$ cat config.mk
export PLATFORM = sky130hd
export DESIGN_NAME = scsi_regbank
export DESIGN_NICKNAME = d
export VERILOG_FILES = /design/src/rtl/scsi_regbank_pkg.sv /design/src/rtl/regbank_decode.sv /design/src/rtl/regbank_field.sv /design/src/rtl/regbank_status.sv /design/src/rtl/scsi_regbank.sv
export SDC_FILE = /design/constraint.sdc
export NUM_CORES = 1
export LEC_CHECK = 0
export ABC_AREA = 0
export BUFFER_PORTS_ARGS = -buffer_cell sky130_fd_sc_hd__buf_2
export CORE_ASPECT_RATIO = 0.9
export CORE_MARGIN = 4
export CORE_UTILIZATION = 55
export CTS_BUF_LIST = sky130_fd_sc_hd__clkbuf_4
export DETAILED_ROUTE_END_ITERATION = 10
export GPL_ROUTABILITY_DRIVEN = 0
export GPL_TIMING_DRIVEN = 0
export PLACE_DENSITY = 0.77
export SYNTH_ARGS = -nofsm -noshare
export SYNTH_HDL_FRONTEND = slang
export SYNTH_SLANG_ARGS = --single-unit
$ cat constraint.sdc
create_clock -name clk -period 4.05 [get_ports clk]
set_clock_uncertainty 0.1 [all_clocks]
set_input_delay 0 -clock clk [delete_from_list [all_inputs] [get_ports clk]]
set_output_delay 0 -clock clk [all_outputs]
set_load 0.01 [all_outputs]
$ cat src/rtl/scsi_regbank_pkg.sv
package scsi_regbank_pkg;

   localparam int WORD_W    = 16;
   localparam int NUM_PLAIN = 8;

   // plain-word slots, decoded by byte offset
   localparam int SLOT_DIAG = 0;
   localparam int SLOT_CTRL = 1;
   localparam int SLOT_OWN  = 2;
   localparam int SLOT_TSEL = 3;
   localparam int SLOT_DATA = 4;
   localparam int SLOT_DMA  = 5;
   localparam int SLOT_CMD  = 6;
   localparam int SLOT_DCTL = 7;

   localparam logic [7:0] PLAIN_OFF [NUM_PLAIN] =
      '{8'h00, 8'h0C, 8'h10, 8'h14, 8'h20, 8'h24, 8'h50, 8'h54};
   // bit 14 of the command word is the reset request and is never kept
   localparam logic [WORD_W-1:0] PLAIN_KEEP [NUM_PLAIN] =
      '{16'hFFFF, 16'hFFFF, 16'h0007, 16'h0007, 16'h00FF, 16'h0003, 16'hBFFF, 16'hFFFF};

   localparam logic [7:0] OFF_DET  = 8'h18;
   localparam logic [7:0] OFF_LINK = 8'h48;
   localparam logic [7:0] OFF_XFER = 8'h4C;

   localparam logic [WORD_W-1:0] LINK_RO  = 16'h3BF7;
   localparam logic [WORD_W-1:0] LINK_W1C = 16'h3B88;
   localparam logic [WORD_W-1:0] LINK_EVT = 16'h3B08;
   localparam logic [WORD_W-1:0] XFER_RO  = 16'h0C17;
   localparam logic [WORD_W-1:0] XFER_W1C = 16'h2C18;
   localparam logic [WORD_W-1:0] XFER_EVT = 16'h2C10;

   localparam int LINK_SUM_BIT = 15;
   localparam int XFER_SUM_BIT = 14;
   localparam logic [WORD_W-1:0] SUM_MASK = 16'hC000;
   localparam int IE_BIT = 0;

endpackage

$ cat src/rtl/regbank_decode.sv
module regbank_decode
   import scsi_regbank_pkg::*;
#(
   parameter int ADDR_W = 8
) (
   input  logic [ADDR_W-1:0]    addr,
   output logic                 aligned,
   output logic [NUM_PLAIN-1:0] plain_hit,
   output logic                 link_hit,
   output logic                 xfer_hit,
   output logic                 det_hit
);
   initial assert (ADDR_W >= 8) else $error("regbank_decode: ADDR_W must be at least 8");

   always_comb begin
      aligned = (addr[1:0] == 2'b00);
      for (int i = 0; i < NUM_PLAIN; i++)
         plain_hit[i] = aligned && (addr == ADDR_W'(PLAIN_OFF[i]));
      link_hit = aligned && (addr == ADDR_W'(OFF_LINK));
      xfer_hit = aligned && (addr == ADDR_W'(OFF_XFER));
      det_hit  = aligned && (addr == ADDR_W'(OFF_DET));
   end
endmodule

$ cat src/rtl/regbank_field.sv
module regbank_field #(
   parameter int               DATA_W = 16,
   parameter logic [DATA_W-1:0] KEEP  = '1
) (
   input  logic              clk,
   input  logic              rst_n,
   input  logic              we,
   input  logic [DATA_W-1:0] wdata,
   output logic [DATA_W-1:0] q
);
   initial assert (DATA_W > 0) else $error("regbank_field: DATA_W must be positive");

   always_ff @(posedge clk) begin
      if (!rst_n)  q <= '0;
      else if (we) q <= wdata & KEEP;
   end
endmodule

$ cat src/rtl/regbank_status.sv
module regbank_status #(
   parameter int               DATA_W   = 16,
   parameter logic [DATA_W-1:0] RO_MASK  = '0,
   parameter logic [DATA_W-1:0] W1C_MASK = '0,
   parameter logic [DATA_W-1:0] EVT_MASK = '0,
   parameter logic [DATA_W-1:0] SUM_MASK = '0
) (
   input  logic              clk,
   input  logic              rst_n,
   input  logic              we,
   input  logic [DATA_W-1:0] wdata,
   input  logic [DATA_W-1:0] set,
   output logic [DATA_W-1:0] q,
   output logic              evt
);
   localparam logic [DATA_W-1:0] PLAIN   = ~(RO_MASK | W1C_MASK | SUM_MASK);
   localparam logic [DATA_W-1:0] RO_ONLY = RO_MASK & ~W1C_MASK & ~SUM_MASK;

   initial assert ((EVT_MASK & SUM_MASK) == '0)
      else $error("regbank_status: summary bits cannot be event bits");

   logic [DATA_W-1:0] after_wr;

   always_comb begin
      if (we) after_wr = ((q & ~PLAIN) & ~(wdata & W1C_MASK)) | (wdata & PLAIN);
      else    after_wr = q;
   end

   always_ff @(posedge clk) begin
      if (!rst_n) q <= '0;
      else        q <= (after_wr | set) & ~SUM_MASK;
   end

   assign evt = |(q & EVT_MASK);

   // a one written to a clear-on-write bit leaves it clear unless set
   assert_w1c_clears_R5: assert property (@(posedge clk) disable iff (!rst_n)
      we |=> ((q & $past(wdata & W1C_MASK & ~set)) == '0));

   // a set strobe always lands, even against a clear
   assert_set_wins_R12: assert property (@(posedge clk) disable iff (!rst_n)
      (|(set & ~SUM_MASK)) |=> ((q & $past(set & ~SUM_MASK)) == $past(set & ~SUM_MASK)));

   // read-only bits ignore host writes
   assert_ro_hold_R6: assert property (@(posedge clk) disable iff (!rst_n)
      (we && set == '0) |=> ((q & RO_ONLY) == ($past(q) & RO_ONLY)));
endmodule

$ cat src/rtl/scsi_regbank.sv
module scsi_regbank
   import scsi_regbank_pkg::*;
#(
   parameter int ADDR_W = 8,
   parameter int DATA_W = WORD_W,
   parameter int ID_W   = 3
) (
   input  logic              clk,
   input  logic              rst_n,
   input  logic [ADDR_W-1:0] bus_addr,
   input  logic              bus_wr,
   input  logic [DATA_W-1:0] bus_wdata,
   output logic [DATA_W-1:0] bus_rdata,
   input  logic [DATA_W-1:0] link_set,
   input  logic [DATA_W-1:0] xfer_set,
   input  logic [ID_W-1:0]   det_id,
   output logic              irq
);
   initial assert (DATA_W == WORD_W) else $error("scsi_regbank: DATA_W must equal WORD_W");
   initial assert (ID_W <= DATA_W) else $error("scsi_regbank: ID_W too wide");

   logic                 aligned, link_hit, xfer_hit, det_hit;
   logic [NUM_PLAIN-1:0] plain_hit;
   logic [DATA_W-1:0]    plain_q [NUM_PLAIN];
   logic [NUM_PLAIN*DATA_W-1:0] plain_flat;
   logic [DATA_W-1:0]    link_q, xfer_q, sum_word;
   logic                 link_evt, xfer_evt;

   regbank_decode #(.ADDR_W(ADDR_W)) u_dec (
      .addr(bus_addr), .aligned(aligned), .plain_hit(plain_hit),
      .link_hit(link_hit), .xfer_hit(xfer_hit), .det_hit(det_hit)
   );

   for (genvar g = 0; g < NUM_PLAIN; g++) begin : g_plain
      regbank_field #(.DATA_W(DATA_W), .KEEP(PLAIN_KEEP[g])) u_fld (
         .clk(clk), .rst_n(rst_n), .we(bus_wr && plain_hit[g]),
         .wdata(bus_wdata), .q(plain_q[g])
      );
      assign plain_flat[g*DATA_W +: DATA_W] = plain_q[g];
   end

   regbank_status #(.DATA_W(DATA_W), .RO_MASK(LINK_RO), .W1C_MASK(LINK_W1C),
                    .EVT_MASK(LINK_EVT), .SUM_MASK(SUM_MASK)) u_link (
      .clk(clk), .rst_n(rst_n), .we(bus_wr && link_hit), .wdata(bus_wdata),
      .set(link_set), .q(link_q), .evt(link_evt)
   );

   regbank_status #(.DATA_W(DATA_W), .RO_MASK(XFER_RO), .W1C_MASK(XFER_W1C),
                    .EVT_MASK(XFER_EVT), .SUM_MASK(SUM_MASK)) u_xfer (
      .clk(clk), .rst_n(rst_n), .we(bus_wr && xfer_hit), .wdata(bus_wdata),
      .set(xfer_set), .q(xfer_q), .evt(xfer_evt)
   );

   always_comb begin
      sum_word = '0;
      sum_word[LINK_SUM_BIT] = link_evt;
      sum_word[XFER_SUM_BIT] = xfer_evt;
   end

   always_comb begin
      bus_rdata = '0;
      for (int i = 0; i < NUM_PLAIN; i++)
         if (plain_hit[i]) bus_rdata = plain_q[i];
      if (link_hit) bus_rdata = link_q | sum_word;
      if (xfer_hit) bus_rdata = xfer_q | sum_word;
      if (det_hit)  bus_rdata = DATA_W'(det_id);
   end

   assign irq = plain_q[SLOT_CTRL][IE_BIT] && (link_evt || xfer_evt);

   // misaligned reads return zero
   assert_misaligned_read_R1: assert property (@(posedge clk) disable iff (!rst_n)
      (bus_addr[1:0] != 2'b00) |-> (bus_rdata == '0));

   // misaligned writes disturb no stored word
   assert_misaligned_write_R1: assert property (@(posedge clk) disable iff (!rst_n)
      (bus_wr && !aligned && link_set == '0 && xfer_set == '0)
      |=> ($stable(plain_flat) && $stable(link_q) && $stable(xfer_q)));

   // writes to the detector ID word disturb no stored word
   assert_det_readonly_R4: assert property (@(posedge clk) disable iff (!rst_n)
      (bus_wr && det_hit && link_set == '0 && xfer_set == '0)
      |=> ($stable(plain_flat) && $stable(link_q) && $stable(xfer_q)));
endmodule

After elaboration in Yosys (flattened, before gate mapping)
Cells that the tools add are included.
Operators by class
  equality and inequality tests: 10
  muxes and demuxes: 13
  reductions and logical operators: 27
  bitwise gates (word level): 10
Operators by type and width (count)
  $mux W16: 11
  $eq A8 B7 Y1 const B: 4
  $or A14 B16 Y16: 2
  $and A14 B14 Y14: 2
  $mux W14: 2
  $not A14 Y14: 2
  $or A14 B14 Y14: 2
  $eq A8 B5 Y1 const B: 3
  $logic_and A1 B1 Y1: 22
  $eq A8 B6 Y1 const B: 2
  $or A14 B11 Y14: 1
  $or A14 B13 Y14: 1
  $eq A8 B4 Y1 const B: 1
  $logic_not A8 Y1: 1
  $reduce_or A6 Y1: 1
  $reduce_or A4 Y1: 1
  $logic_not A2 Y1: 1
  $logic_or A1 B1 Y1: 1
Word-level totals
  output and inout port bits: 17
  logic and storage cells: 70
  input port bits: 62
  bits in registers: 107

Depth between registers and ports, before layout
Gate-level depths: netlist (run 1).
  depth after elaboration: 13
  mapped depth: 8
  mapped depth without buffers: 5

Cells and area by module
From an unflattened synthesis (run 1), not the netlist that was laid out.
Second synthesis, totals
  cell total of the unflattened synthesis: 685
  area total of the unflattened synthesis: 6338.6 um^2
Modules (own cells, without submodules)
  regbank_field (g_plain[0].u_fld ...): sequential area each 320.3 um^2, cells an instance 51, instances 3, area each 615.6 um^2
  scsi_regbank: sequential area each 0.0 um^2, cells an instance 273, instances 1, area each 1737.9 um^2
  regbank_field (g_plain[6].u_fld): sequential area each 300.3 um^2, cells an instance 50, instances 1, area each 590.6 um^2
  regbank_status (u_xfer): sequential area each 280.3 um^2, cells an instance 45, instances 1, area each 551.8 um^2
  regbank_status (u_link): sequential area each 280.3 um^2, cells an instance 43, instances 1, area each 490.5 um^2
  regbank_field (g_plain[2].u_fld ...): sequential area each 60.1 um^2, cells an instance 23, instances 2, area each 210.2 um^2
  regbank_field (g_plain[4].u_fld): sequential area each 160.2 um^2, cells an instance 34, instances 1, area each 365.4 um^2
  regbank_field (g_plain[5].u_fld): sequential area each 40.0 um^2, cells an instance 21, instances 1, area each 181.4 um^2
  regbank_decode: sequential area each 0.0 um^2, cells an instance 20, instances 1, area each 153.9 um^2

Least setup slack after synthesis (run 1)
Ideal clock, no wire load.
  path kind: input to register
  from: in bus_addr[7]
  to: reg u_xfer.q[12]
  stages: 6
  slack: 2.400 ns
  arrival: 1.435 ns
  library setup time: 0.115 ns
  required time: 3.835 ns
  buffers on the path: 2
  cells stage by stage: buf_4 > nor4b_4 > and3_1 > buf_4 > mux2_1 > o21a_1
Between the ends
  word-level cells in the longest chain between the ends: 5
Ends and longest elaborated chain
  from (decl): RTL line scsi_regbank.sv:10  | input logic [ADDR_W-1:0] bus_addr,
  $eq A8 B7 Y1: RTL line regbank_decode.sv:20  | xfer_hit = aligned && (addr == ADDR_W'(OFF_XFER));
  $logic_and A1 B1 Y1: RTL line regbank_decode.sv:20
  $logic_and A1 B1 Y1: RTL line scsi_regbank.sv:50  | .clk(clk), .rst_n(rst_n), .we(bus_wr && xfer_hit), .wdata(bus_wdata),
  $mux W14: RTL line regbank_status.sv:25  | if (we) after_wr = ((q & ~PLAIN) & ~(wdata & W1C_MASK)) | (wdata & PLAIN);
  $or A14 B14 Y14: RTL line regbank_status.sv:31  | else q <= (after_wr | set) & ~SUM_MASK;
  to (signal assigned): RTL line regbank_status.sv:31
  to (decl): RTL line regbank_status.sv:13  | output logic [DATA_W-1:0] q,
No other way between the ends.
A chain may end at the register's enable or synchronous reset.

Worst setup path in the final report (run 1)
  from: reg u_xfer.q[10]
  to: out bus_rdata[14]
Between the ends
  word-level cells in the longest chain between the ends: 5
  elaborated cells between the ends (all ways): 6
  those cells by class: mux: 3; bitwise: 2; reduce/logical: 1
Ends and longest elaborated chain
  $reduce_or A4 Y1 (*): RTL line regbank_status.sv:34  | assign evt = |(q & EVT_MASK);
  $or A14 B16 Y16: RTL line scsi_regbank.sv:64  | if (link_hit) bus_rdata = link_q | sum_word;
  $mux W16: RTL line scsi_regbank.sv:64
  $mux W16 (*): RTL line scsi_regbank.sv:65  | if (xfer_hit) bus_rdata = xfer_q | sum_word;
  $mux W16 (*): RTL line scsi_regbank.sv:66  | if (det_hit) bus_rdata = DATA_W'(det_id);
  to (decl): RTL line scsi_regbank.sv:13  | output logic [DATA_W-1:0] bus_rdata,
Mark *: on every way between the ends. The rest lies on a longest branch, timed or not.

==> results of run 1 <==
what timing repair did:
item | 4_1_cts | 5_1_grt
hold buffers | 63 | 0
endpoints found under the hold margin | 107 | 0
buffers inserted | 0 | 0
layer usage:
layer  part of all wire, %  track usage, %  vias to the layer above
met3                    13            10.9                       64
met5                  0.19            2.67                        -
li1                      -               -                     2464
met1                    39            40.2                     2570
met2                    44            50.8                      376
met4                   3.5            12.5                        2
power by group through the flow:
stage | sequential (mW) | combinational (mW) | clock (mW)
2_1_floorplan | 1.11 | 0.0948 | 0
3_3_place_gp | 1.11 | 0.164 | 0
3_5_place_dp | 1.11 | 0.168 | 0
4_1_cts | 1.09 | 0.219 | 0.605
5_1_grt | 1.09 | 0.242 | 0.643
6_report | 1.09 | 0.229 | 0.606
layout make-up:
type / count / area (um2)
flip-flops and latches: 107 / 2140
inverters: 1 / 3.75
multi-input cells: 472 / 2870
fillers: 691 / 2660
clock buffers: 9 / 67.6
clock inverters: 7 / 90.1
well taps: 122 / 153
repair buffers: 131 / 971
plain buffers: 46 / 251
kinds of logic (layout without fill, tap and decap cells):
family	Yosys count	count (layout)	share of synthesized area, %
flops	107	107	40.7
simple gates	272	272	26.3
compound gates	174	174	23.1
mux	26	26	5.11
buf+inv	47	194	4.85
worst min-delay path, stage by stage:
cell,delay [ns]
sky130_fd_sc_hd__buf_2,0.13
sky130_fd_sc_hd__and3_1,0.14
sky130_fd_sc_hd__buf_2,0.16
sky130_fd_sc_hd__nand2_1,0.07
sky130_fd_sc_hd__a21boi_0,0.06
path summary, 6_finish.rpt:
path,to,depth (start not counted),start
worst min-delay path,g_plain[7].u_fld.q[1],5,bus_wr
worst max register to register,u_xfer.q[8],3,u_xfer.q[8]
worst min register to register,g_plain[7].u_fld.q[9],2,g_plain[7].u_fld.q[9]
worst max-delay path,bus_rdata[14],4,u_xfer.q[10]
per-stage QoR:
step / cells / utilization [%] / instance area, um2 / hold WS [ns] / power, mW
2_1_floorplan: 626 / - / 5270 / 0.0102 / 1.20
3_3_place_gp: 816 / 62.5 / 5760 / 0.0941 / 1.27
3_5_place_dp: 816 / 62.5 / 5760 / 0.0980 / 1.28
4_1_cts: 895 / 71.1 / 6550 / 0.0287 / 1.91
5_1_grt: 895 / 71.1 / 6550 / 0.0438 / 1.98
6_report: 895 / 71.1 / 6550 / 0.0533 / 1.92
Yosys cell counts, types with 2 or more instances:
cell type and n:
sky130_fd_sc_hd__a21oi_1 19, sky130_fd_sc_hd__a22oi_1 15, sky130_fd_sc_hd__nand3_1 10, sky130_fd_sc_hd__nand2_2 2, sky130_fd_sc_hd__a221oi_1 3, sky130_fd_sc_hd__and4bb_2 2
sky130_fd_sc_hd__nor4b_4 4, sky130_fd_sc_hd__buf_6 2, sky130_fd_sc_hd__nor2_1 18, sky130_fd_sc_hd__nor3_1 4, sky130_fd_sc_hd__a221o_1 6, sky130_fd_sc_hd__a22o_1 3
sky130_fd_sc_hd__o22ai_1 12, sky130_fd_sc_hd__o21ai_0 18, sky130_fd_sc_hd__nor4_4 2, sky130_fd_sc_hd__buf_2 11, sky130_fd_sc_hd__buf_4 13, sky130_fd_sc_hd__and2_1 5
sky130_fd_sc_hd__nor3b_1 2, sky130_fd_sc_hd__clkbuf_1 18, sky130_fd_sc_hd__nor2b_1 28, sky130_fd_sc_hd__o21ai_1 5, sky130_fd_sc_hd__nand2_1 173, sky130_fd_sc_hd__o21a_1 17
sky130_fd_sc_hd__a211oi_1 2, sky130_fd_sc_hd__mux2_1 6, sky130_fd_sc_hd__mux2i_1 19, sky130_fd_sc_hd__a21boi_1 30, sky130_fd_sc_hd__dfxtp_1 107, sky130_fd_sc_hd__a31oi_1 2
sky130_fd_sc_hd__and3_1 7, sky130_fd_sc_hd__a21boi_0 34
registers in the layout (all words and copies together) (netlist names):
name / count
u_xfer.q: 14
u_link.q: 14
g_plain.u_fld.q: 79
==> run_summary.xml, run 1 <==
<?xml version="1.0" encoding="UTF-8"?>
<metrics>
  <group name="status">
    <metric name="run_status" unit="">complete, no violations</metric>
  </group>
  <group name="route">
    <metric name="avgRoutedWirePerCell" unit="um">19.9</metric>
    <metric name="drt_first_pass_iters" unit="">6</metric>
    <metric name="via_count" unit="">5476</metric>
    <metric name="initialDrtViolationCount" unit="">659</metric>
    <metric name="ant_nets" unit="">0</metric>
    <metric name="post_detailed_route_via_to_cell_ratio" unit="">6.12</metric>
    <metric name="postRouteWirelength" unit="um">17800</metric>
    <metric name="drc" unit="">0</metric>
  </group>
  <group name="power_and_ir_drop">
    <metric name="power.switching" unit="mW">0.488</metric>
    <metric name="power.density" unit="nW/um2">294</metric>
    <metric name="power.share.switching" unit="%">25.4</metric>
    <metric name="ir_worst_vdd" unit="mV">0.190</metric>
    <metric name="intPower" unit="mW">1.44</metric>
    <metric name="power.share.sequential" unit="%">56.6</metric>
    <metric name="cellLeakagePower" unit="nW">2.55</metric>
    <metric name="comb_power_share" unit="%">11.9</metric>
    <metric name="pwr-share-clk" unit="%">31.5</metric>
  </group>
  <group name="placement">
    <metric name="dp_slack" unit="ns">1.94</metric>
    <metric name="placement.io_buffers" unit="">68</metric>
    <metric name="dp.final_hpwl" unit="um">12000</metric>
  </group>
  <group name="die">
    <metric name="io-pin-count" unit="">79</metric>
    <metric name="die_ar" unit="um2">11200</metric>
    <metric name="floorplan_die_width" unit="um">111</metric>
    <metric name="die_height" unit="um">101</metric>
    <metric name="placement_rows" unit="">33</metric>
    <metric name="floorplan.initialDensity" unit="%">57.2</metric>
    <metric name="core_area" unit="um2">9210</metric>
  </group>
  <group name="clock_tree">
    <metric name="ctsLongestPathBuffers" unit="">2</metric>
    <metric name="cts_made_buffers" unit="">9</metric>
    <metric name="cts_sinks" unit="">107</metric>
    <metric name="h_tree_levels" unit="">3</metric>
    <metric name="skew_pair_late_insertion_delay" unit="ns">0.44</metric>
    <metric name="worst_setup_hold_path_clk_slew" unit="ns">0.17</metric>
    <metric name="clock_tree.root_cell" unit="">sky130_fd_sc_hd__clkbuf_4</metric>
    <metric name="cts_resized" unit="">0</metric>
    <metric name="tritoncts" unit="">built</metric>
  </group>
  <group name="min_path">
    <metric name="min-delay-path-class" unit="">primary input to register</metric>
  </group>
  <group name="timing">
    <metric name="layout_worst_path_cycle_share" unit="%">54.8</metric>
    <metric name="timing.slew.headroom" unit="%">51.4</metric>
    <metric name="timing_worst_slew_pin_value" unit="ns">0.723</metric>
    <metric name="rsz_0062_raised_after_global_routing" unit="">no</metric>
    <metric name="fin_ws" unit="ns">1.83</metric>
    <metric name="clock.fmax" unit="MHz">450</metric>
    <metric name="timing.final.hold_violations" unit="">0</metric>
    <metric name="timing.final.max_slew_violations" unit="">0</metric>
    <metric name="setup_violations" unit="">0</metric>
    <metric name="timing.setup.tns" unit="ns">0</metric>
    <metric name="timing.final.crit_period" unit="ns">2.22</metric>
  </group>
  <group name="setup_path">
    <metric name="signal_arrival_time_at_the_worst_endpoint" unit="ns">2.12</metric>
    <metric name="cp_cell_sequence" unit="">or4_1 -&gt; a222oi_1 -&gt; nand2_1 -&gt; buf_2</metric>
    <metric name="worst_path_fanout_max" unit="">3</metric>
    <metric name="cpLargestDelayFamily" unit="">simple AND/OR/NAND/NOR gates</metric>
    <metric name="critical_path_buf_inv_count" unit="">1</metric>
    <metric name="max_stage_delay" unit="ns">0.66</metric>
    <metric name="reg2reg_slack" unit="ns">2.47</metric>
    <metric name="cp_data_required_time" unit="ns">3.95</metric>
    <metric name="startpoint_type" unit="">register</metric>
    <metric name="type_of_the_worst_setup_path" unit="">register to output pin</metric>
    <metric name="crit_slowest_cell" unit="">sky130_fd_sc_hd__or4_1</metric>
    <metric name="setup.worst_path.end_class" unit="">output pin</metric>
  </group>
  <group name="grt">
    <metric name="global_route_wire_length_before_repair" unit="um">28200</metric>
    <metric name="grt_util_all_layers" unit="%">32.0</metric>
    <metric name="grt_start_max_net_pins" unit="">18</metric>
    <metric name="grt_pass1_vias" unit="">5330</metric>
    <metric name="antenna_violations_before_repair" unit="">0</metric>
    <metric name="grt-ovfl-total" unit="">0</metric>
  </group>
  <group name="synthesis">
    <metric name="ys_seq_elements" unit="">107</metric>
    <metric name="synth.area.top_cells" unit="">sky130_fd_sc_hd__dfxtp_1 (41%), sky130_fd_sc_hd__nand2_1 (12%), sky130_fd_sc_hd__a21boi_0 (4.8%)</metric>
    <metric name="synth-async-reset-ratio" unit="%">0</metric>
    <metric name="yosys.area.top_type" unit="">sky130_fd_sc_hd__dfxtp_1</metric>
    <metric name="post_synth_inst_count" unit="">626</metric>
    <metric name="post_synth_instance_area" unit="um2">5270</metric>
    <metric name="synth_sequential_area_ratio" unit="%">40.7</metric>
    <metric name="ys.warnings.count" unit="">0</metric>
    <metric name="synth_enable_flop_cells" unit="">0</metric>
    <metric name="yosys_most_used_dff" unit="">sky130_fd_sc_hd__dfxtp_1</metric>
    <metric name="synth.distinct_cells" unit="">59</metric>
    <metric name="syn_avg_cell_area" unit="um2">8.41</metric>
    <metric name="netlist.area_leader.share" unit="%">40.7</metric>
    <metric name="synth_nets" unit="">688</metric>
  </group>
  <group name="finish">
    <metric name="antenna-diode-count" unit="">0</metric>
    <metric name="final_common_cell" unit="">sky130_fd_sc_hd__nand2_1</metric>
    <metric name="nNetsFinal" unit="">830</metric>
    <metric name="flow.area_growth_from_synthesis" unit="%">24.3</metric>
    <metric name="layout_common_cells" unit="">sky130_fd_sc_hd__nand2_1 (173), sky130_fd_sc_hd__dfxtp_1 (107), sky130_fd_sc_hd__buf_2 (79), sky130_fd_sc_hd__dlygate4sd3_1 (63), sky130_fd_sc_hd__a21boi_0 (34)</metric>
    <metric name="drive_gt1_share" unit="%">16.6</metric>
  </group>
  <group name="job">
    <metric name="maxCapViolCount" unit="">0</metric>
  </group>
</metrics>
Power figures use the tool's default switching activity.
==> run 2: changes to the inputs <==
- CORE_UTILIZATION: 55 -> 53
- PLACE_DENSITY: 0.77 -> 0.78
- clock period: 4.05 -> 1.9 ns (I/O delays scaled with it)
==> run_summary.xml, run 2 (same netlist as run 1, synthesis figures left out) <==
<?xml version="1.0" encoding="UTF-8"?>
<metrics>
  <group name="grt">
    <metric name="global_route.usage.met1" unit="%">38.2</metric>
    <metric name="globalRouteMet2Util" unit="%">50.5</metric>
    <metric name="grt-ovfl-total" unit="">0</metric>
    <metric name="grt_util_all_layers" unit="%">30.3</metric>
    <metric name="gr-usage-met3" unit="%">8.51</metric>
    <metric name="antenna_violations_before_repair" unit="">0</metric>
    <metric name="busiest_layer" unit="">met2</metric>
    <metric name="grt_pass1_vias" unit="">5198</metric>
    <metric name="grt_start_max_net_pins" unit="">17</metric>
    <metric name="global_route_wire_length_before_repair" unit="um">27200</metric>
  </group>
  <group name="job">
    <metric name="maxCapViolCount" unit="">0</metric>
  </group>
  <group name="route">
    <metric name="drc" unit="">0</metric>
    <metric name="avgRoutedWirePerCell" unit="um">20.3</metric>
    <metric name="via_count" unit="">5571</metric>
    <metric name="postRouteWirelength" unit="um">18400</metric>
    <metric name="initialDrtViolationCount" unit="">850</metric>
    <metric name="ant_nets" unit="">0</metric>
    <metric name="drt_first_pass_iters" unit="">7</metric>
    <metric name="post_detailed_route_via_to_cell_ratio" unit="">6.14</metric>
  </group>
  <group name="timing">
    <metric name="timing.slew.headroom" unit="%">54.8</metric>
    <metric name="timing.final.hold_violations" unit="">0</metric>
    <metric name="rsz_0062_raised_after_global_routing" unit="">yes</metric>
    <metric name="clock.fmax" unit="MHz">490</metric>
    <metric name="setup_violations" unit="">3</metric>
    <metric name="timing.final.max_slew_violations" unit="">0</metric>
    <metric name="timing_worst_slew_pin_value" unit="ns">0.677</metric>
    <metric name="whs" unit="ns">0.0356</metric>
    <metric name="layout_worst_path_cycle_share" unit="%">107</metric>
    <metric name="fin_ws" unit="ns">-0.142</metric>
    <metric name="timing.final.crit_period" unit="ns">2.04</metric>
  </group>
  <group name="clock_tree">
    <metric name="skew_pair_late_insertion_delay" unit="ns">0.46</metric>
    <metric name="h_tree_levels" unit="">3</metric>
    <metric name="clock_tree.root_cell" unit="">sky130_fd_sc_hd__clkbuf_4</metric>
    <metric name="worst_setup_hold_path_clk_slew" unit="ns">0.16</metric>
    <metric name="cts_sinks" unit="">107</metric>
    <metric name="ctsLongestPathBuffers" unit="">2</metric>
    <metric name="tritoncts" unit="">built</metric>
    <metric name="cts_made_buffers" unit="">9</metric>
  </group>
  <group name="finish">
    <metric name="multiInputGateArea" unit="um2">2990</metric>
    <metric name="flow.area_growth_from_synthesis" unit="%">28.0</metric>
    <metric name="largest_register" unit="">g_plain.u_fld.q</metric>
    <metric name="num-fill-cells" unit="">692</metric>
    <metric name="stdcell_count" unit="">908</metric>
    <metric name="nNetsFinal" unit="">841</metric>
    <metric name="drive_gt1_share" unit="%">21.0</metric>
    <metric name="largest_reg_flops" unit="">79</metric>
    <metric name="final_design_area_no_fill" unit="um2">6740</metric>
    <metric name="final_common_cell" unit="">sky130_fd_sc_hd__nand2_1</metric>
    <metric name="top_regs" unit="">g_plain.u_fld.q x79, u_link.q x14, u_xfer.q x14</metric>
    <metric name="final-seq-area" unit="um2">2150</metric>
    <metric name="antenna-diode-count" unit="">0</metric>
    <metric name="layout_common_cells" unit="">sky130_fd_sc_hd__nand2_1 (170), sky130_fd_sc_hd__dfxtp_1 (102), sky130_fd_sc_hd__buf_2 (78), sky130_fd_sc_hd__dlygate4sd3_1 (60), sky130_fd_sc_hd__a21boi_0 (33)</metric>
  </group>
  <group name="die">
    <metric name="die_ar" unit="um2">11600</metric>
    <metric name="io-pin-count" unit="">79</metric>
    <metric name="floorplan_die_width" unit="um">113</metric>
    <metric name="die_height" unit="um">103</metric>
    <metric name="placement_rows" unit="">34</metric>
    <metric name="core_area" unit="um2">9700</metric>
    <metric name="floorplan.initialDensity" unit="%">54.3</metric>
  </group>
  <group name="status">
    <metric name="run_status" unit="">finished, violations left</metric>
    <metric name="violations" unit="">negative setup slack</metric>
  </group>
  <group name="setup_path">
    <metric name="max_stage_delay" unit="ns">0.57</metric>
    <metric name="startpoint_type" unit="">register</metric>
    <metric name="signal_arrival_time_at_the_worst_endpoint" unit="ns">1.94</metric>
    <metric name="setup.worst_path.end_class" unit="">output pin</metric>
    <metric name="cp_data_required_time" unit="ns">1.80</metric>
    <metric name="worst_path_fanout_max" unit="">2</metric>
    <metric name="crit_slowest_cell" unit="">sky130_fd_sc_hd__or4_4</metric>
    <metric name="cp_cell_sequence" unit="">or4_4 -&gt; a222oi_1 -&gt; nand2_1 -&gt; buf_2</metric>
    <metric name="type_of_the_worst_setup_path" unit="">register to output pin</metric>
    <metric name="critical_path_buf_inv_count" unit="">1</metric>
    <metric name="cpLargestDelayFamily" unit="">simple AND/OR/NAND/NOR gates</metric>
  </group>
  <group name="power_and_ir_drop">
    <metric name="cellLeakagePower" unit="nW">2.63</metric>
    <metric name="ir_worst_vdd" unit="mV">0.413</metric>
    <metric name="totalPowerFinal" unit="mW">3.95</metric>
    <metric name="power.density" unit="nW/um2">587</metric>
  </group>
  <group name="placement">
    <metric name="number_of_placed_instances_with_taps_included" unit="">820</metric>
    <metric name="placement.io_buffers" unit="">68</metric>
    <metric name="placed_area" unit="um2">5760</metric>
    <metric name="dp.final_hpwl" unit="um">11800</metric>
  </group>
  <group name="min_path">
    <metric name="min-delay-path-class" unit="">primary input to register</metric>
  </group>
</metrics>
-- run 2: changes by cell type in the layout (fill, tap and decap cells not counted), sizes merged --
| cell | previous run | this run |
|---|---|---|
| dlygate4sd3 | 63 | 60 |
| inv | 1 | 0 |
| bufinv | 2 | 1 |
| buf | 95 | 109 |
-- run 2: per-layer routing --
layer / share of wire, % / vias to the layer above
li1: - / 2480
met1: 39 / 2579
met2: 46 / 426
met3: 12 / 86
met4: 3.6 / 0
met5: 0 / -
-- run 2: worst paths after layout --
kind	startpoint	to	slack, ns	cells past startpoint
max	u_xfer.q[10]	bus_rdata[14]	-0.14	4
min	rst_n	g_plain[1].u_fld.q[12]	0.04	3
max reg2reg	u_xfer.q[5]	u_xfer.q[5]	0.41	3
min reg2reg	g_plain[7].u_fld.q[7]	g_plain[7].u_fld.q[7]	0.37	2
-- run 2: power by group --
part           switching (mW)  internal (mW)  total [mW]  leakage [nW]
sequential             0.0362           2.29        2.33         0.872
combinational           0.265          0.253       0.519          1.69
clock                   0.723          0.386        1.11        0.0676
-- run 2: what timing repair did --
action | CTS | global route
setup buffers | 3 | 12
endpoints found under the hold margin | 107 | 0
hold buffers | 60 | 0
endpoints found under the setup margin | 7 | 14
pin swaps | 4 | 11
gates resized for setup | 10 | 25
-- run 2: worst min-delay path, cell delays in order --
cell and delay, ns:
sky130_fd_sc_hd__clkbuf_1 0.14, sky130_fd_sc_hd__clkbuf_1 0.25, sky130_fd_sc_hd__a21boi_0 0.18
-- run 2: layout make-up --
| type | count | share of cell area, % |
|---|---|---|
| buffer | 45 | 3.79 |
| clock buffer | 9 | 1.00 |
| clock inverter | 5 | 0.835 |
| inverter | 1 | 0.0557 |
| multi-input combinational | 472 | 44.3 |
| sequential | 107 | 31.9 |
| tap | 126 | 2.34 |
| timing repair buffer | 143 | 15.8 |
-- run 2: metrics by stage --
stage	setup WS [ns]	setup TNS, ns	utilization [%]
global placement	-0.173	-2.54	59.4
finish	-0.142	-0.160	69.5
floorplan	0.250	0	-
global route	-0.250	-0.501	69.5
detailed placement	-0.181	-2.35	59.4
CTS	-0.162	-0.169	67.4
==> run 3: changes to the inputs <==
- TNS_END_PERCENT: not set -> 1
==> run_summary.xml, run 3 (same netlist as run 1, synthesis figures left out) <==
<?xml version="1.0" encoding="UTF-8"?>
<metrics>
  <group name="route">
    <metric name="avgRoutedWirePerCell" unit="um">19.5</metric>
    <metric name="initialDrtViolationCount" unit="">652</metric>
    <metric name="postRouteWirelength" unit="um">17500</metric>
    <metric name="drc" unit="">0</metric>
    <metric name="ant_nets" unit="">0</metric>
    <metric name="drt_first_pass_iters" unit="">6</metric>
    <metric name="via_count" unit="">5416</metric>
    <metric name="post_detailed_route_via_to_cell_ratio" unit="">6.04</metric>
  </group>
  <group name="finish">
    <metric name="nNetsFinal" unit="">829</metric>
    <metric name="largest_register" unit="">g_plain.u_fld.q</metric>
    <metric name="largest_reg_flops" unit="">79</metric>
    <metric name="flow.area_growth_from_synthesis" unit="%">24.7</metric>
    <metric name="stdcell_count" unit="">896</metric>
    <metric name="finalCoreUtilization" unit="%">67.7</metric>
    <metric name="top_regs" unit="">g_plain.u_fld.q x79, u_link.q x14, u_xfer.q x14</metric>
    <metric name="final_common_cell" unit="">sky130_fd_sc_hd__nand2_1</metric>
    <metric name="final_design_area_no_fill" unit="um2">6570</metric>
    <metric name="antenna-diode-count" unit="">0</metric>
    <metric name="layout_common_cells" unit="">sky130_fd_sc_hd__nand2_1 (172), sky130_fd_sc_hd__dfxtp_1 (103), sky130_fd_sc_hd__buf_2 (79), sky130_fd_sc_hd__dlygate4sd3_1 (60), sky130_fd_sc_hd__a21boi_0 (33)</metric>
    <metric name="drive_gt1_share" unit="%">18.3</metric>
  </group>
  <group name="placement">
    <metric name="placement.io_buffers" unit="">68</metric>
    <metric name="number_of_placed_instances_with_taps_included" unit="">820</metric>
    <metric name="dp.final_hpwl" unit="um">11800</metric>
    <metric name="dp_slack" unit="ns">-0.181</metric>
    <metric name="placed_area" unit="um2">5760</metric>
  </group>
  <group name="clock_tree">
    <metric name="clock_tree.root_cell" unit="">sky130_fd_sc_hd__clkbuf_4</metric>
    <metric name="worst_setup_hold_path_clk_slew" unit="ns">0.16</metric>
    <metric name="tritoncts" unit="">built</metric>
    <metric name="ctsLongestPathBuffers" unit="">2</metric>
    <metric name="h_tree_levels" unit="">3</metric>
    <metric name="cts_sinks" unit="">107</metric>
    <metric name="skew_pair_late_insertion_delay" unit="ns">0.47</metric>
    <metric name="cts_made_buffers" unit="">9</metric>
  </group>
  <group name="timing">
    <metric name="setup_violations" unit="">6</metric>
    <metric name="timing.final.max_slew_violations" unit="">0</metric>
    <metric name="whs" unit="ns">0.0282</metric>
    <metric name="timing_worst_slew_pin_value" unit="ns">0.686</metric>
    <metric name="timing.final.hold_violations" unit="">0</metric>
    <metric name="fin_ws" unit="ns">-0.214</metric>
    <metric name="clock.fmax" unit="MHz">473</metric>
    <metric name="timing.final.crit_period" unit="ns">2.11</metric>
    <metric name="timing.slew.headroom" unit="%">53.9</metric>
    <metric name="timing.setup.tns" unit="ns">-0.505</metric>
    <metric name="rsz_0062_raised_after_global_routing" unit="">yes</metric>
    <metric name="layout_worst_path_cycle_share" unit="%">111</metric>
  </group>
  <group name="setup_path">
    <metric name="cp_cell_sequence" unit="">or4_4 -&gt; a222oi_1 -&gt; nand2_1 -&gt; buf_2</metric>
    <metric name="cp_data_required_time" unit="ns">1.80</metric>
    <metric name="reg2reg_slack" unit="ns">0.41</metric>
    <metric name="setup.worst_path.end_class" unit="">output pin</metric>
    <metric name="max_stage_delay" unit="ns">0.57</metric>
    <metric name="critical_path_buf_inv_count" unit="">1</metric>
    <metric name="cpLargestDelayFamily" unit="">simple AND/OR/NAND/NOR gates</metric>
    <metric name="type_of_the_worst_setup_path" unit="">register to output pin</metric>
    <metric name="signal_arrival_time_at_the_worst_endpoint" unit="ns">2.01</metric>
    <metric name="worst_path_fanout_max" unit="">2</metric>
    <metric name="startpoint_type" unit="">register</metric>
    <metric name="crit_slowest_cell" unit="">sky130_fd_sc_hd__or4_4</metric>
  </group>
  <group name="die">
    <metric name="floorplan.initialDensity" unit="%">54.3</metric>
    <metric name="core_area" unit="um2">9700</metric>
    <metric name="io-pin-count" unit="">79</metric>
    <metric name="die_height" unit="um">103</metric>
    <metric name="placement_rows" unit="">34</metric>
    <metric name="floorplan_die_width" unit="um">113</metric>
    <metric name="die_ar" unit="um2">11600</metric>
  </group>
  <group name="power_and_ir_drop">
    <metric name="ir_worst_vdd" unit="mV">0.416</metric>
    <metric name="power.density" unit="nW/um2">600</metric>
    <metric name="cellLeakagePower" unit="nW">2.55</metric>
    <metric name="totalPowerFinal" unit="mW">3.94</metric>
  </group>
  <group name="job">
    <metric name="maxCapViolCount" unit="">0</metric>
  </group>
  <group name="grt">
    <metric name="global_route_wire_length_before_repair" unit="um">26900</metric>
    <metric name="grt_util_all_layers" unit="%">29.9</metric>
    <metric name="grt-ovfl-total" unit="">0</metric>
    <metric name="grt_start_max_net_pins" unit="">17</metric>
    <metric name="antenna_violations_before_repair" unit="">0</metric>
    <metric name="grt_pass1_vias" unit="">5148</metric>
  </group>
  <group name="status">
    <metric name="run_status" unit="">finished, violations left</metric>
    <metric name="violations" unit="">negative setup slack</metric>
  </group>
  <group name="min_path">
    <metric name="min-delay-path-class" unit="">primary input to register</metric>
  </group>
</metrics>
==> run 3: report_power, final <==
part           switching, mW  total (mW)  internal [mW]
clock                  0.740        1.13          0.386
sequential            0.0309        2.32           2.29
combinational          0.250       0.493          0.242
total                   1.02        3.94           2.92
==> run 3: final timing paths <==
check | from | endpoint | cells after the start
setup / recovery | u_xfer.q[10] | bus_rdata[14] | 4
hold / removal | rst_n | g_plain[1].u_fld.q[12] | 3
setup reg to reg | u_xfer.q[5] | u_xfer.q[5] | 3
hold reg to reg | g_plain[6].u_fld.q[4] | g_plain[6].u_fld.q[4] | 2
==> run 3: cell type report <==
class / count / area [um2]
inverter: 1 / 3.75
multi-input combinational: 472 / 2920
sequential: 107 / 2150
clock inverter: 5 / 56.3
fill: 729 / 3130
tap: 126 / 158
clock buffer: 9 / 67.6
buffer: 46 / 255
timing repair buffer: 130 / 956
==> run 3: layer usage <==
metal | wire length [um] | part of all wire, % | up-vias | global-route usage, %
li1 | - | - | 2462 | -
met1 | 6970 | 40 | 2533 | 38.5
met3 | 2100 | 12 | 67 | 7.86
met2 | 7870 | 45 | 354 | 49.1
met4 | 529 | 3.0 | 0 | 10.6
met5 | 0 | 0 | - | 0
==> run 3: worst reg2reg max path: cells and delay by family (launching register included) <==
| kind | cells | cell delay [ns] |
|---|---|---|
| AOI/OAI and AO/OA | 1 | 0.16 |
| buffers and inverters | 1 | 0.55 |
| DFF | 1 | 0.34 |
| muxes | 1 | 0.25 |
==> run 3: what timing repair did <==
item                                    4_1_cts  5_1_grt
endpoints found under the setup margin        7       14
hold buffers                                 60        0
gates resized for setup                       9        9
buffers inserted                              2        0
pin swaps                                     4        0
hold endpoints to repair                    107        0
